**src/rtl/dither_seq.sv**
```systemverilog
module dither_seq #(
  parameter int DACW = 8,
  parameter int EXTW = 4
) (
  input  logic                 clk,
  input  logic                 rst_n,
  input  logic                 sample_en,
  input  logic                 code_ld,
  input  logic [DACW+EXTW-1:0] code_in,
  input  logic [1:0]           res_sel,
  output logic [DACW-1:0]      dac_data,
  output logic                 dac_strobe
);
  localparam int CODEW = DACW + EXTW;
  localparam int SLOTW = EXTW;
  localparam int PW    = EXTW + 1;

  logic [CODEW-1:0] pend, act, cur, clamped, lim, mask;
  logic [SLOTW-1:0] slot, slot_use, nxt_slot;
  logic [PW-1:0]    per, frac;
  logic [DACW-1:0]  base, nxt_data;
  logic [1:0]       res_q;
  logic             chg, hi, fire;
  int unsigned      sh;

  assign chg = res_sel != res_q;

  always_comb begin
    sh       = 32'(res_sel) + 32'd1;
    per      = PW'(1) << sh;
    lim      = CODEW'((1 << DACW) - 1) << sh;
    mask     = (CODEW'(1) << sh) - CODEW'(1);
    slot_use = chg ? '0 : slot;
    cur      = (slot_use == '0) ? pend : act;
    clamped  = (cur > lim) ? lim : cur;
    base     = DACW'(clamped >> sh);
    frac     = PW'(clamped & mask);
    hi       = PW'(slot_use) >= (per - frac);
    nxt_data = base + DACW'(hi);
    nxt_slot = (PW'(slot_use) == per - PW'(1)) ? '0 : slot_use + SLOTW'(1);
  end

  always_ff @(posedge clk or negedge rst_n) begin
    if (!rst_n) begin
      pend       <= '0;
      act        <= '0;
      slot       <= '0;
      res_q      <= '0;
      dac_data   <= '0;
      fire       <= 1'b0;
      dac_strobe <= 1'b0;
    end else begin
      res_q      <= res_sel;
      fire       <= sample_en;
      dac_strobe <= fire;
      if (code_ld) pend <= code_in;
      if (sample_en) begin
        dac_data <= nxt_data;
        slot     <= nxt_slot;
        if (slot_use == '0) act <= pend;
      end else if (chg) begin
        slot <= '0;
      end
    end
  end

  assert_slot_bound_R6: assert property (@(posedge clk) disable iff (!rst_n)
    PW'(slot) < (PW'(1) << (32'(res_q) + 32'd1)));

  assert_hold_R6: assert property (@(posedge clk) disable iff (!rst_n)
    !sample_en |=> $stable(dac_data));

  assert_two_level_R3: assert property (@(posedge clk) disable iff (!rst_n)
    (sample_en && slot_use != '0) |=>
      (dac_data == $past(dac_data) || dac_data == $past(dac_data) + DACW'(1)));

  assert_restart_R7: assert property (@(posedge clk) disable iff (!rst_n)
    (chg && !sample_en) |=> slot == '0);

  assert_strobe_lag_R8: assert property (@(posedge clk) disable iff (!rst_n)
    dac_strobe |-> $past(sample_en, 2));
endmodule

```
**config.mk**
```make
export PLATFORM = sky130hd
export DESIGN_NAME = dither_seq
export DESIGN_NICKNAME = d
export VERILOG_FILES = /design/src/rtl/dither_seq.sv
export SDC_FILE = /design/constraint.sdc
export NUM_CORES = 1
export LEC_CHECK = 0
export BUFFER_PORTS_ARGS = -buffer_cell sky130_fd_sc_hd__buf_2
export CAP_MARGIN = 20
export CORE_ASPECT_RATIO = 0.7
export CORE_MARGIN = 2
export CORE_UTILIZATION = 54
export DETAILED_ROUTE_END_ITERATION = 7
export PLACE_DENSITY = 0.83
export SYNTH_ARGS = -nofsm -noshare
export SYNTH_HDL_FRONTEND = slang
export SYNTH_SLANG_ARGS = --single-unit
export TNS_END_PERCENT = 10
```
**constraint.sdc**
```tcl
create_clock -name clk -period 5.2 [get_ports clk]
set_input_delay 0.78 -clock clk [delete_from_list [all_inputs] [get_ports clk]]
set_output_delay 0.78 -clock clk [all_outputs]
set_load 0.005 [all_outputs]
```
==> flow_summary.ini, run 1 <==
[grt]
antenna_found_initial = 0
grt_pass1_wl_um = 14700
grt_pass1_vias = 2884
grt_max_degree = 41
grt.overflow.total = 0
grt.total_usage_pct = 31.1

[worst_setup_path]
cpPeakStageDelay_ns = 0.53
critPathKind = primary input to register
r2r_setup_slack_ns = -0.17
cp_common_cell = ha_4
critPathLaunchType = primary input
cp.arrival_ns = 5.70
r2r_cells = 25
worstPathRequired_ns = 5.43
crit_path_end_kind = register
cp_slowest_cell = or4_1
cp_max_fo = 6

[floorplan]
rows = 22
design.core.area_sq_um = 5340
ios = 27
die_area_sq_um = 6270
start_util_pct = 57.0
fp.dieH_um = 66.8
die_x_um = 93.8

[synth]
netlist_area_sq_um = 3050
yosysWarnings = 0
synth_flop_cell = dfrtp_1
synth-edff-count = 0
async_reset_ff_share_pct = 100
synth-seq-cells = 40
synth.avg_cell_area_sq_um = 9.23
synth_cell_types = 53
ys_seq_area_share_pct = 32.9
syn_inst = 330
synth_nets = 374

[timing]
worstMarginPinSlew_ns = 0.876
setup_viol = 6
hold_viol = 0
layout_min_cycle_time_ns = 5.47
slew_violations = 0
slew_headroom_pct = 41.6
fmax_mhz = 183
fin_ws_ns = -0.271
finalClockSkew_ns = 0.00327
rsz0062_at_grt = yes
hold_slack_ns = 0.355
period_share_pct = 105

[outcome]
status = finished, violations left
violations = negative setup slack

[clock_tree]
holdBufCountCts = 0
htreeDepth = 2
clk_path_buf_depth = 2
clock_latency_ns = 0.30
path_clk_slew_ns = 0.08
clock-sinks = 40
root_buffer = clkbuf_8
cts_made_buffers = 5
cts_tree = done

[route]
dr.max_layer_used = met4
wl_per_cell_um = 20.2
wl_met3_um = 856
vias = 3121
wl_met1_um = 4200
dr.pass1.iters = 5
routed_wirelength_um = 10200
drc = 0
wl_met2_um = 4670
via_per_inst = 6.19
ant_nets = 0
drtIter0Drc = 363

[cells_and_area]
diodes = 0
nNetsFinal = 476
layout_commonest_cell = buf_4
area_delta_synth_final_pct = 44.4
stdcell_count = 504
fin_util_pct = 82.4
final_cell_mix = buf_4 (77), nor2_1 (49), dfrtp_1 (40)
post-route-cell-area_sq_um = 4400
drive_gt1_share_pct = 44.4

[pwr]
swShare_pct = 34.8
pwr-share-seq_pct = 30.5
ir_worst_vdd_uv = 193
p_leak_nw = 2.00
p_sw_mw = 0.451
power.density_nw_per_um2 = 294
combPwrFrac_pct = 46.0
clkPwrFrac_pct = 23.6
internal-power_mw = 0.843

[hold_path]
hold_depth = 0
hold_path_class = register to register

[placement]
placed_area_sq_um = 3800
dp.cells = 478
port_buffers = 26
dp_slack_ns = -0.586
gp_congestion = 0.943
dp_hpwl_um = 6320

[job]
drv_cap = 0
kinds of logic after synthesis:
kind of cell / synth area share [%]
flip-flops: 32.9
multiplexers: 13.1
AO/OA/AOI/OAI: 20.0
buffers and inverters: 4.19
adder cells (fa/ha/maj): 10.7
XOR/XNOR: 4.56
AND/OR/NAND/NOR: 14.6
power by group through the flow:
stage | Combinational (mW) | Clock (mW) | Sequential (mW)
floorplan | 0.282 | 0 | 0.387
global placement | 0.445 | 0 | 0.389
detailed placement | 0.460 | 0 | 0.392
CTS | 0.507 | 0.308 | 0.388
global route | 0.637 | 0.319 | 0.399
finish | 0.595 | 0.305 | 0.394
metrics by stage:
| step | TNS, ns | power (mW) |
|---|---|---|
| detailed placement | -3.79 | 0.852 |
| CTS | -0.536 | 1.20 |
| global route | -2.11 | 1.35 |
| floorplan | -2.85 | 0.669 |
| finish | -0.925 | 1.29 |
| global placement | -2.83 | 0.835 |
flip-flops by register name, summed over array words and instances, names as in the netlist:
signal / cells
act: 12
pend: 12
dac_data: 8
slot: 4
res_q: 2
dac_strobe: 1
fire: 1
worst paths after layout:
path,endpoint,start
hold / removal,dac_strobe,fire
setup reg to reg,dac_data[7],res_q[0]
min in group asynchronous,slot[1],rst_n
max in group asynchronous,pend[5],rst_n
setup / recovery,dac_data[7],res_sel[1]
hold reg to reg,dac_strobe,fire
per-layer routing:
layer  track usage (%)  vias up
li1                  -     1399
met1              43.4     1486
met2              48.3      190
met3              5.43       46
met4              12.3        0
met5                 0        -
area by class of cell:
type                       instances  area (sq um)
clock inverter                     2          60.1
timing repair buffer             108           803
clock buffer                       5          68.8
inverter                          18          67.6
fill                             315           942
tap                               72          90.1
sequential                        40          1000
multi-input combinational        259          2310
critical path: cells and delay by family:
family	cells	cell delay (ns)
AO/OA/AOI/OAI	5	0.45
adder cells (fa/ha/maj)	5	1.11
XOR/XNOR	2	0.31
buffers and inverters	4	0.51
multiplexers	1	0.26
AND/OR/NAND/NOR	9	2.23
cells in the mapped netlist, types with 2 or more instances:
cell       instances  area (sq um)
or3_1              3          18.8
a311o_1            2          20.0
xnor2_1            7          61.3
buf_2              3          15.0
or2_2              2          12.5
nor2b_1            4          25.0
o21ai_0            7          35.0
nor3_1             2          10.0
mux2_2            21           236
mux2i_1           14           140
a21o_1             7          52.6
a21oi_1           26           130
nand3_1            9          45.0
o32ai_1            2          17.5
xor2_1             7          61.3
nor2_1            50           188
nor4_1             2          12.5
o211a_1            3          30.0
o211ai_1           7          52.6
a31oi_1            4          25.0
nand2b_1           3          18.8
nand2_1           14          52.6
a211o_1            2          17.5
a311oi_1           3          26.3
a2bb2oi_1          2          17.5
nand4_1            3          18.8
clkbuf_1           8          30.0
and2_1             2          12.5
ha_1              26           325
inv_1             16          60.1
dfrtp_1           40          1000
a211oi_1           7          52.6
o21bai_1           2          15.0
repair_timing:
action | in CTS | in global routing
buffers inserted | 14 | 5
resized for setup | 22 | 34
pin swaps | 21 | 29
setup endpoints to repair | 8 | 8
Note: power is estimated with default switching activity, not from simulation.
==> inputs of run 2 (changes only) <==
ABC_AREA = 1   (was default)
==> run 2 against run 1 <==
Compared with the run above: the run now ends clean; clock power decreased by 14%; clock-buffer cell count unchanged; global-route usage decreased by 4.8 points; sequential power decreased by 6.9%; largest cell class unchanged; final cell count increased by 8.3%; critical path depth increased by 7; combinational power decreased by 36%; power decreased by 22%; maximum frequency increased by 12%; sequential share of layout area increased by 5.0 points; worst hold slack improved by 0.0057 ns; flip-flop and latch count unchanged.
==> flow_summary.ini, run 2 <==
[grt]
grt-busiest-layer = met2
grtUsageMet3_pct = 5.32
antenna_found_initial = 0
grt.total_usage_pct = 26.3
grt_pass1_wl_um = 12700
grt_max_degree = 41
met2_usage_pct = 39.7
use_met1_pct = 38.8
grt.overflow.total = 0
grt_pass1_vias = 2722

[pwr]
ir_worst_vdd_uv = 172
p_sw_mw = 0.368
internal-power_mw = 0.640
combPwrFrac_pct = 37.6
p_leak_nw = 1.88
pwr-share-seq_pct = 36.4
swShare_pct = 36.5
clkPwrFrac_pct = 26.0
power.density_nw_per_um2 = 280

[placement]
gp_congestion = 0.940
dp_hpwl_um = 5650
dp_slack_ns = -0.128
port_buffers = 26

[timing]
hold_viol = 0
finalClockSkew_ns = 0.00696
slew_violations = 0
slew_headroom_pct = 41.7
setup_viol = 0
fin_ws_ns = 0.307
fmax_mhz = 204
worstMarginPinSlew_ns = 0.875
setup_tns_ns = 0
layout_min_cycle_time_ns = 4.89
period_share_pct = 94.1
hold_slack_ns = 0.361

[worst_setup_path]
worstPathRequired_ns = 5.40
r2r_setup_slack_ns = 0.52
critical_path.top_delay_family = simple AND/OR/NAND/NOR gates
crit_path_end_kind = register
cp_max_fo = 11
critPathKind = primary input to register
r2r-start = res_q[0]
r2r_cells = 30
critPathLaunchType = primary input
timing.rr.end = dac_data[7]
cp_common_cell = nand2_1
cpPeakStageDelay_ns = 0.32
path_buf_inv = 5
cp_slowest_cell = o21ai_0
cp.arrival_ns = 5.09

[cells_and_area]
reg_top3 = act x12, pend x12, dac_data x8
layout_commonest_cell = nand2_1
nNetsFinal = 517
final_cell_mix = nand2_1 (123), nand3_1 (52), inv_1 (49)
diodes = 0
area_delta_synth_final_pct = 18.8
drive_gt1_share_pct = 21.5

[floorplan]
die_area_sq_um = 6240
die_x_um = 93.6
design.core.area_sq_um = 5340
rows = 22
fp.dieH_um = 66.7
ios = 27
start_util_pct = 56.8

[route]
routed_wirelength_um = 7680
wl_per_cell_um = 14.1
vias = 2966
ant_nets = 0
drc = 0
via_per_inst = 5.43
drtIter0Drc = 255
dr.pass1.iters = 5

[clock_tree]
path_clk_slew_ns = 0.08
clk_path_buf_depth = 2
cts_tree = done
clock_latency_ns = 0.30
clock-sinks = 40
root_buffer = clkbuf_8
cts_made_buffers = 5
htreeDepth = 2

[outcome]
status = complete, no violations

[synth]
synth_top_area_share_pct = 33.0
ys_top_cells_by_count = nand2_1 (126), nand3_1 (53), inv_1 (49)
synth-seq-cells = 40
yosysWarnings = 0
synth.most_common_cell = nand2_1
async_reset_ff_share_pct = 100
synth-edff-count = 0
synth_nets = 468
ys_seq_area_share_pct = 33.0
synth_top_cells_by_area = dfrtp_1 (33%), nand2_1 (16%), ha_1 (11%)
netlist_area_sq_um = 3030
synth.avg_cell_area_sq_um = 7.16
synth_flop_cell = dfrtp_1
syn_inst = 424
synth_cell_types = 33
yosys.area.top_type = dfrtp_1

[hold_path]
hold_end = dac_strobe
hp-start = fire
hold_path_class = register to register
hold_depth = 0

[job]
drv_cap = 0
run 2: worst max path at each step:
| stage | start | to | slack (ns) | cells after the start |
|---|---|---|---|---|
| 3_3_place_gp | res_sel[0] | dac_data[4] | 0.05 | 33 |
| 4_1_cts | res_sel[0] | dac_data[4] | 0.18 | 34 |
| 3_5_place_dp | res_sel[0] | dac_data[4] | -0.13 | 32 |
| 5_1_grt | res_sel[1] | dac_data[7] | -0.09 | 36 |
| 2_1_floorplan | res_sel[0] | dac_data[4] | 0.01 | 33 |
| 6_report | res_sel[1] | dac_data[7] | 0.31 | 33 |
run 2: worst reg2reg max path, delay by kind of cell (launching register included):
| kind | cells | cell delay [ns] |
|---|---|---|
| AND/OR/NAND/NOR | 15 | 1.53 |
| adder cells (fa/ha/maj) | 4 | 1.07 |
| AO/OA/AOI/OAI | 6 | 0.91 |
| flip-flops | 1 | 0.40 |
| buffers and inverters | 3 | 0.37 |
| XOR/XNOR | 2 | 0.28 |
run 2: logic make-up (layout without fill, tap and decap cells):
kind of cell,Yosys count,in the layout,synth area share [%]
and+or+nand+nor,227,228,34.1
buffers and inverters,66,115,9.15
AOI/OAI and AO/OA,52,52,9.15
DFF,40,40,33.0
adders and majority gates,26,26,10.7
xor gates and xnor gates,11,11,3.18
muxes,2,2,0.742
run 2: layout make-up:
| cell class | count | area (sq um) |
|---|---|---|
| tap | 72 | 90.1 |
| clock inverter | 3 | 42.5 |
| clock buffer | 5 | 68.8 |
| sequential | 40 | 1000 |
| multi-input combinational | 319 | 1850 |
| inverter | 51 | 191 |
| fill | 471 | 1740 |
| timing repair buffer | 56 | 355 |
run 2: power by group through the flow:
stage | combinational (mW) | clock, mW | sequential (mW)
3_3_place_gp | 0.341 | 0 | 0.372
3_5_place_dp | 0.352 | 0 | 0.372
6_report | 0.379 | 0.262 | 0.367
2_1_floorplan | 0.240 | 0 | 0.371
4_1_cts | 0.355 | 0.269 | 0.366
5_1_grt | 0.425 | 0.282 | 0.372
run 2: timing repair:
action,in CTS,in global routing
hold buffers,0,0
gates resized for setup,0,23
setup buffers,0,2
endpoints found under the setup margin,0,7
run 2: layer usage:
| layer | wire [um] | vias up |
|---|---|---|
| met5 | 0 | - |
| met4 | 69 | 0 |
| met3 | 622 | 10 |
| met2 | 3330 | 111 |
| met1 | 3650 | 1372 |
| li1 | - | 1473 |
run 2: metrics by stage:
step / util (%) / power, mW / cells / cell area (sq um)
after floorplan: - / 0.611 / 424 / 3030
after global placement: 63.3 / 0.713 / 535 / 3380
after detailed placement: 63.3 / 0.724 / 535 / 3380
after CTS: 65.3 / 0.990 / 543 / 3490
after global routing: 67.5 / 1.08 / 546 / 3600
final: 67.5 / 1.01 / 546 / 3600
